[config.mk]
export PLATFORM = sky130hd
export DESIGN_NAME = burst_lat_wait
export DESIGN_NICKNAME = d
export VERILOG_FILES = /design/src/rtl/burst_lat_pkg.sv /design/src/rtl/burst_cfg_reg.sv /design/src/rtl/burst_lat_seq.sv /design/src/rtl/wait_level_drv.sv /design/src/rtl/burst_lat_wait.sv
export SDC_FILE = /design/constraint.sdc
export NUM_CORES = 1
export LEC_CHECK = 0
export BUFFER_PORTS_ARGS = -buffer_cell sky130_fd_sc_hd__buf_2
export CORE_ASPECT_RATIO = 0.6
export CORE_MARGIN = 2
export CORE_UTILIZATION = 23
export CTS_BUF_LIST = sky130_fd_sc_hd__clkbuf_4 sky130_fd_sc_hd__clkbuf_8
export CTS_CLUSTER_DIAMETER = 120
export CTS_CLUSTER_SIZE = 8
export DETAILED_ROUTE_END_ITERATION = 8
export GPL_TIMING_DRIVEN = 0
export MAX_ROUTING_LAYER = met4
export PLACE_DENSITY_LB_ADDON = 0.08
export SLEW_MARGIN = 20
export SYNTH_ARGS = -nofsm -noshare
export SYNTH_HDL_FRONTEND = slang
export SYNTH_SLANG_ARGS = --single-unit
[constraint.sdc]
create_clock -name clk -period 3.3 [get_ports clk]
set_input_delay 0.66 -clock clk [delete_from_list [all_inputs] [get_ports clk]]
set_output_delay 0.66 -clock clk [all_outputs]
set_load 0.01 [all_outputs]
[src/rtl/burst_lat_pkg.sv]
package burst_lat_pkg;

  localparam int CFG_W    = 16;
  localparam int CNT_W    = 3;
  localparam int CODE_W   = 3;
  localparam int MODE_BIT = 15;
  localparam int CODE_HI  = 13;
  localparam int CODE_LO  = 11;
  localparam int POL_BIT  = 10;
  localparam int LEAD_BIT = 8;

  localparam logic [CODE_W-1:0] CODE_SHORT = 3'd2;
  localparam logic [CODE_W-1:0] CODE_LONG  = 3'd3;

  typedef enum logic [1:0] {
    SEQ_IDLE = 2'd0,
    SEQ_LAT  = 2'd1,
    SEQ_DATA = 2'd2
  } seq_state_e;

  function automatic logic code_legal(input logic [CODE_W-1:0] code);
    return (code == CODE_SHORT) || (code == CODE_LONG);
  endfunction

  function automatic logic [CNT_W-1:0] clocks_of_code(input logic [CODE_W-1:0] code);
    return (code == CODE_SHORT) ? CNT_W'(3) : CNT_W'(4);
  endfunction

endpackage

[src/rtl/burst_cfg_reg.sv]
module burst_cfg_reg
  import burst_lat_pkg::*;
(
  input  logic                 clk,
  input  logic                 rst_n,
  input  logic                 load,
  input  logic [CFG_W-1:0]     wdata,
  output logic                 async_mode,
  output logic [CODE_W-1:0]    lat_code,
  output logic                 pol_high,
  output logic                 wait_lead,
  output logic                 code_err
);

  logic              async_q, async_d;
  logic [CODE_W-1:0] code_q, code_d;
  logic              pol_q, pol_d;
  logic              lead_q, lead_d;
  logic              err_q, err_d;
  logic [CODE_W-1:0] new_code;

  assign new_code = wdata[CODE_HI:CODE_LO];

  always_comb begin
    async_d = async_q;
    code_d  = code_q;
    pol_d   = pol_q;
    lead_d  = lead_q;
    err_d   = err_q;
    if (load) begin
      async_d = wdata[MODE_BIT];
      pol_d   = wdata[POL_BIT];
      lead_d  = wdata[LEAD_BIT];
      if (code_legal(new_code)) begin
        code_d = new_code;
      end else begin
        err_d = 1'b1;
      end
    end
  end

  always_ff @(posedge clk or negedge rst_n) begin
    if (!rst_n) begin
      async_q <= 1'b1;
      code_q  <= CODE_LONG;
      pol_q   <= 1'b1;
      lead_q  <= 1'b1;
      err_q   <= 1'b0;
    end else begin
      async_q <= async_d;
      code_q  <= code_d;
      pol_q   <= pol_d;
      lead_q  <= lead_d;
      err_q   <= err_d;
    end
  end

  assign async_mode = async_q;
  assign lat_code   = code_q;
  assign pol_high   = pol_q;
  assign wait_lead  = lead_q;
  assign code_err   = err_q;


  code_stays_legal_chk: assert property (@(posedge clk) disable iff (!rst_n)
    (code_q == CODE_SHORT) || (code_q == CODE_LONG));


  err_sticky_chk: assert property (@(posedge clk) disable iff (!rst_n)
    err_q |=> err_q);

endmodule

[src/rtl/burst_lat_seq.sv]
module burst_lat_seq
  import burst_lat_pkg::*;
#(
  parameter int BEAT_W = 8
) (
  input  logic                 clk,
  input  logic                 rst_n,
  input  logic                 start,
  input  logic                 stop,
  input  logic                 async_mode,
  input  logic [CNT_W-1:0]     lat_clks,
  input  logic                 lead_cfg,
  output logic                 wait_act,
  output logic                 valid,
  output logic [BEAT_W-1:0]    idx,
  output logic                 busy
);

  seq_state_e        st_q, st_d;
  logic [CNT_W-1:0]  cnt_q, cnt_d;
  logic [CNT_W-1:0]  lat_q, lat_d;
  logic              lead_q, lead_d;
  logic              wait_q, wait_d;
  logic              vld_q, vld_d;
  logic [BEAT_W-1:0] idx_q, idx_d;
  logic [CNT_W:0]    cnt_nxt;
  logic [CNT_W:0]    wait_last;

  assign cnt_nxt   = {1'b0, cnt_q} + (CNT_W+1)'(1);
  assign wait_last = {1'b0, lat_q} - (CNT_W+1)'(1) - (CNT_W+1)'(lead_q);

  always_comb begin
    st_d   = st_q;
    cnt_d  = cnt_q;
    lat_d  = lat_q;
    lead_d = lead_q;
    wait_d = wait_q;
    vld_d  = vld_q;
    idx_d  = idx_q;
    unique case (st_q)
      SEQ_IDLE: begin
        if (start && !async_mode) begin
          st_d   = SEQ_LAT;
          cnt_d  = CNT_W'(1);
          lat_d  = lat_clks;
          lead_d = lead_cfg;
          wait_d = 1'b1;
        end
      end
      SEQ_LAT: begin
        cnt_d  = cnt_q + CNT_W'(1);
        wait_d = (cnt_nxt <= wait_last);
        if (cnt_q == lat_q - CNT_W'(1)) begin
          st_d  = SEQ_DATA;
          vld_d = 1'b1;
          idx_d = '0;
        end
      end
      SEQ_DATA: begin
        wait_d = 1'b0;
        if (stop) begin
          st_d  = SEQ_IDLE;
          vld_d = 1'b0;
          idx_d = '0;
          cnt_d = '0;
        end else begin
          idx_d = idx_q + BEAT_W'(1);
        end
      end
      default: begin
        st_d   = SEQ_IDLE;
        wait_d = 1'b0;
        vld_d  = 1'b0;
        idx_d  = '0;
      end
    endcase
  end

  always_ff @(posedge clk or negedge rst_n) begin
    if (!rst_n) begin
      st_q   <= SEQ_IDLE;
      cnt_q  <= '0;
      lat_q  <= CNT_W'(4);
      lead_q <= 1'b1;
      wait_q <= 1'b0;
      vld_q  <= 1'b0;
      idx_q  <= '0;
    end else begin
      st_q   <= st_d;
      cnt_q  <= cnt_d;
      lat_q  <= lat_d;
      lead_q <= lead_d;
      wait_q <= wait_d;
      vld_q  <= vld_d;
      idx_q  <= idx_d;
    end
  end

  assign wait_act = wait_q;
  assign valid    = vld_q;
  assign idx      = idx_q;
  assign busy     = (st_q != SEQ_IDLE);


  no_wait_with_data_chk: assert property (@(posedge clk) disable iff (!rst_n)
    !(wait_q && vld_q));


  beat_step_chk: assert property (@(posedge clk) disable iff (!rst_n)
    (vld_q && $past(vld_q)) |-> (idx_q == $past(idx_q) + BEAT_W'(1)));


  async_start_idle_chk: assert property (@(posedge clk) disable iff (!rst_n)
    (st_q == SEQ_IDLE && start && async_mode) |=> (st_q == SEQ_IDLE));

endmodule

[src/rtl/wait_level_drv.sv]
module wait_level_drv (
  input  logic wait_act,
  input  logic pol_high,
  output logic wait_pin
);

  always_comb begin
    if (pol_high) begin
      wait_pin = wait_act;
    end else begin
      wait_pin = ~wait_act;
    end
  end

endmodule

[src/rtl/burst_lat_wait.sv]
module burst_lat_wait
  import burst_lat_pkg::*;
#(
  parameter int BEAT_W = 8
) (
  input  logic              clk,
  input  logic              rst_n,
  input  logic              cfg_load,
  input  logic [15:0]       cfg_data,
  input  logic              burst_start,
  input  logic              burst_write,
  input  logic              burst_end,
  output logic              wait_o,
  output logic              beat_valid,
  output logic [BEAT_W-1:0] beat_idx,
  output logic              cfg_err
);

  logic              async_mode;
  logic [CODE_W-1:0] lat_code;
  logic              pol_high;
  logic              wait_lead;
  logic              wait_act;
  logic              busy;
  logic [CNT_W-1:0]  lat_clks;
  logic              dir_seen;

  assign dir_seen = burst_write;
  assign lat_clks = clocks_of_code(lat_code);

  burst_cfg_reg cfg_i (
    .clk        (clk),
    .rst_n      (rst_n),
    .load       (cfg_load),
    .wdata      (cfg_data),
    .async_mode (async_mode),
    .lat_code   (lat_code),
    .pol_high   (pol_high),
    .wait_lead  (wait_lead),
    .code_err   (cfg_err)
  );

  burst_lat_seq #(.BEAT_W(BEAT_W)) seq_i (
    .clk        (clk),
    .rst_n      (rst_n),
    .start      (burst_start),
    .stop       (burst_end),
    .async_mode (async_mode),
    .lat_clks   (lat_clks),
    .lead_cfg   (wait_lead),
    .wait_act   (wait_act),
    .valid      (beat_valid),
    .idx        (beat_idx),
    .busy       (busy)
  );

  wait_level_drv drv_i (
    .wait_act (wait_act),
    .pol_high (pol_high),
    .wait_pin (wait_o)
  );


  idle_wait_released_chk: assert property (@(posedge clk) disable iff (!rst_n)
    (!busy || dir_seen || !dir_seen) |-> (busy || (wait_o == !pol_high)));

endmodule

==> results.txt <==
Net Sw Power = 0.0006145 W
TritonCTS clock tree = yes
Synth cell types = 32
Sink Count = 25
DR pass1 iterations = 4
Hold Buf Count CTS = 0
first-pass GRT wire length = 5195 um
Sum Neg Setup Slack = 0 ns
Worst setup EP type = flop
# nets final = 184
Post-CTS Setup Inserts = 0
detailed placement HPWL = 2319 um
synth warn = 0
initial DRC count = 76
min cycle time layout = 1.914 ns
via count = 1,029
Hold Slack = 0.3840 ns
Comb pwr share = 49.6%
EDFF count, synth = 0
fraction of power consumed by sequential logic = 36.9%
global router's overall resource usage = 10.82%
die area = 6381 um^2
average wire per standard cell = 13.26 um
vias per cell = 4.416
worst-skew pair later-pin latency = 0.27 ns
Root Driver = clkbuf_8
clk_skew = 0.007919 ns
highest clock rate = 0.5224 GHz
internal power = 0.0008188 W
switching portion of total power = 42.87%
FF-to-FF Start = seq_i.lat_q[2]
die height = 62.68 um
post-synth top area cell = dfrtp_1
Slew Limit Headroom = 59.43%
area of the multi-input gates = 645.6 um^2
Place WS = 1.412 ns
slack of the critical path = 1.386 ns
Primary FF master, synth = dfrtp_1
top post-synthesis cells by area = dfrtp_1, dfstp_2, ha_1
Setup CP Type = reg -> reg
mapped cell area = 1320 um^2
Routed Antenna Nets = 0
Least-Margin Pin Slew = 0.6085 ns
Port-buffer cells = 21
Hold Path Class = in -> async
outcome = complete, no violations
Crit path required time = 3.48 ns
clock slew at reported path FFs = 0.10 ns
peak supply drop = 0.2567 mV
filler cell count = 586
sequential cell area fraction in the yosys report = 48.06%
CP Launch Type = flop
top cell type's share of synthesized area = 34.12%
commonest non-fill, non-tap cell in the layout = buf_2
most frequent cells in the layout = buf_2, dfrtp_1, nor2_1, o21ai_0, ha_1
cts repair resizes = 0
ant diodes = 0
grt ovf = 0
PD cells = 910.6 nW/um^2
P&R area growth vs syn = 19.24%
crit-path max FO = 6
vias in the first global route = 980
Max-Cap Viols = 0
die width = 101.8 um
r2r setup slk = 1.39 ns
Setup-failing EPs final = 0
Pins Over Slew Limit = 0
Critical path origin = seq_i.lat_q[2]
initial antenna violation count = 0
routability congestion estimate = 0.7491
WP data arrival = 2.09 ns
period utilisation layout = 58.01%
# rows = 21
synthesized area per cell = 10.31 um^2
Reg area = 634.4 um^2
Hold Vio Cnt, Final = 0
Synth Register Bits = 25
asr flop ratio synth = 100.0%
synthesized instance count = 128
Routed WL = 3090 um
Top Ports = 33
leakage power = 0.7295 nW
Post-Syn Nets = 158
largest net degree at the start of global routing = 26
number of CTS-inserted buffers = 3
R2R cell count = 6
Initial Utilization = 23.81%
RSZ-0062 raised after global routing = no
layout cell share with drive strength beyond 1 = 26.80%
Clock Power Share = 13.5%
clk buf depth = 2
drt drc = 0
worst reg2reg path endpoint = seq_i.idx[5]
H-Tree Depth = 1
core area = 5544 um^2
==> layout make-up <==
| cell class | count | share of cell area (%) |
|---|---|---|
| clock buffer | 3 | 2.623 |
| buffer | 3 | 0.8744 |
| inverter | 7 | 1.669 |
| timing repair buffer | 21 | 6.677 |
| clock inverter | 1 | 0.4769 |
| multi-input combinational | 93 | 41.02 |
| tap | 80 | 6.359 |
| sequential | 25 | 40.30 |
==> synthesized netlist by cell type, drive strengths merged (2+ instances only) <==
| library cell | instances |
|---|---|
| o21a | 3 |
| nand2 | 6 |
| nor2 | 11 |
| a21oi | 7 |
| ha | 8 |
| dfstp | 7 |
| a22o | 3 |
| and3 | 5 |
| dfrtp | 18 |
| nand2b | 4 |
| buf | 2 |
| inv | 7 |
| nor3 | 2 |
| o21ai | 9 |
| a21o | 3 |
| mux2 | 6 |
| nand4 | 5 |
| xor2 | 6 |
| nand3 | 3 |
| a31oi | 2 |
==> cell families (layout without fill, tap and decap cells) <==
kind of cell,count (synthesis),after routing,share of synthesized area [%]
XOR/XNOR,7,7,4.645
buffers and inverters,10,35,3.033
AND/OR/NAND/NOR,39,39,14.88
adder cells (fa/ha/maj),8,8,7.583
flip-flops,25,25,48.06
AO/OA/AOI/OAI,32,32,15.92
multiplexers,7,7,5.876
==> state kept, by name, summed over array words and instances, names as in the netlist <==
name,count
seq_i.st_q,2
cfg_i.lat_code,3
seq_i.lead_q,1
seq_i.idx,8
seq_i.cnt_q,3
seq_i.valid,1
seq_i.wait_act,1
cfg_i.code_err,1
cfg_i.wait_lead,1
cfg_i.async_mode,1
cfg_i.pol_high,1
seq_i.lat_q,2
==> power by group through the flow <==
stage / clock (W) / combinational, W / sequential [W]
after floorplan: 0 / 0.000500 / 0.000526
after global placement: 0 / 0.000703 / 0.000535
after detailed placement: 0 / 0.000719 / 0.000537
after CTS: 0.000206 / 0.000721 / 0.000532
after global routing: 0.000221 / 0.000816 / 0.000550
final: 0.000193 / 0.000711 / 0.000529
==> routing by layer <==
metal | GRT usage (%) | vias to the layer above | wire [um]
li1 | - | 511 | -
met1 | 16.74 | 501 | 1698
met2 | 13.73 | 15 | 1237
met3 | 3.132 | 2 | 123
met4 | 2.027 | 0 | 30
met5 | - | - | 0
==> how the worst max path moves through the flow <==
stage	endpoint	slack [ns]	depth (start not counted)
3_5_place_dp	seq_i.idx[5]	1.41	6
4_1_cts	seq_i.idx[5]	1.39	6
5_1_grt	seq_i.wait_act	1.28	6
6_report	seq_i.idx[5]	1.39	6
3_3_place_gp	seq_i.idx[5]	1.39	6
2_1_floorplan	seq_i.idx[5]	1.58	6
==> per-stage QoR <==
step	util (%)	cells	total power, W	instance area, um^2
after floorplan	-	128	0.001026	1320
after CTS	28.39	233	0.001459	1574
after detailed placement	27.51	229	0.001256	1525
final	28.39	233	0.001433	1574
after global placement	27.51	229	0.001239	1525
after global routing	28.39	233	0.001587	1574
==> worst max-delay path, stage by stage (launching register included) <==
cell and delay [ns]:
dfstp_2 0.54, inv_1 0.04, ha_1 0.32, xor2_1 0.22, a31oi_2 0.22, a22o_1 0.28
a31o_1 0.17
No activity file was read; power rests on OpenSTA's default activity.
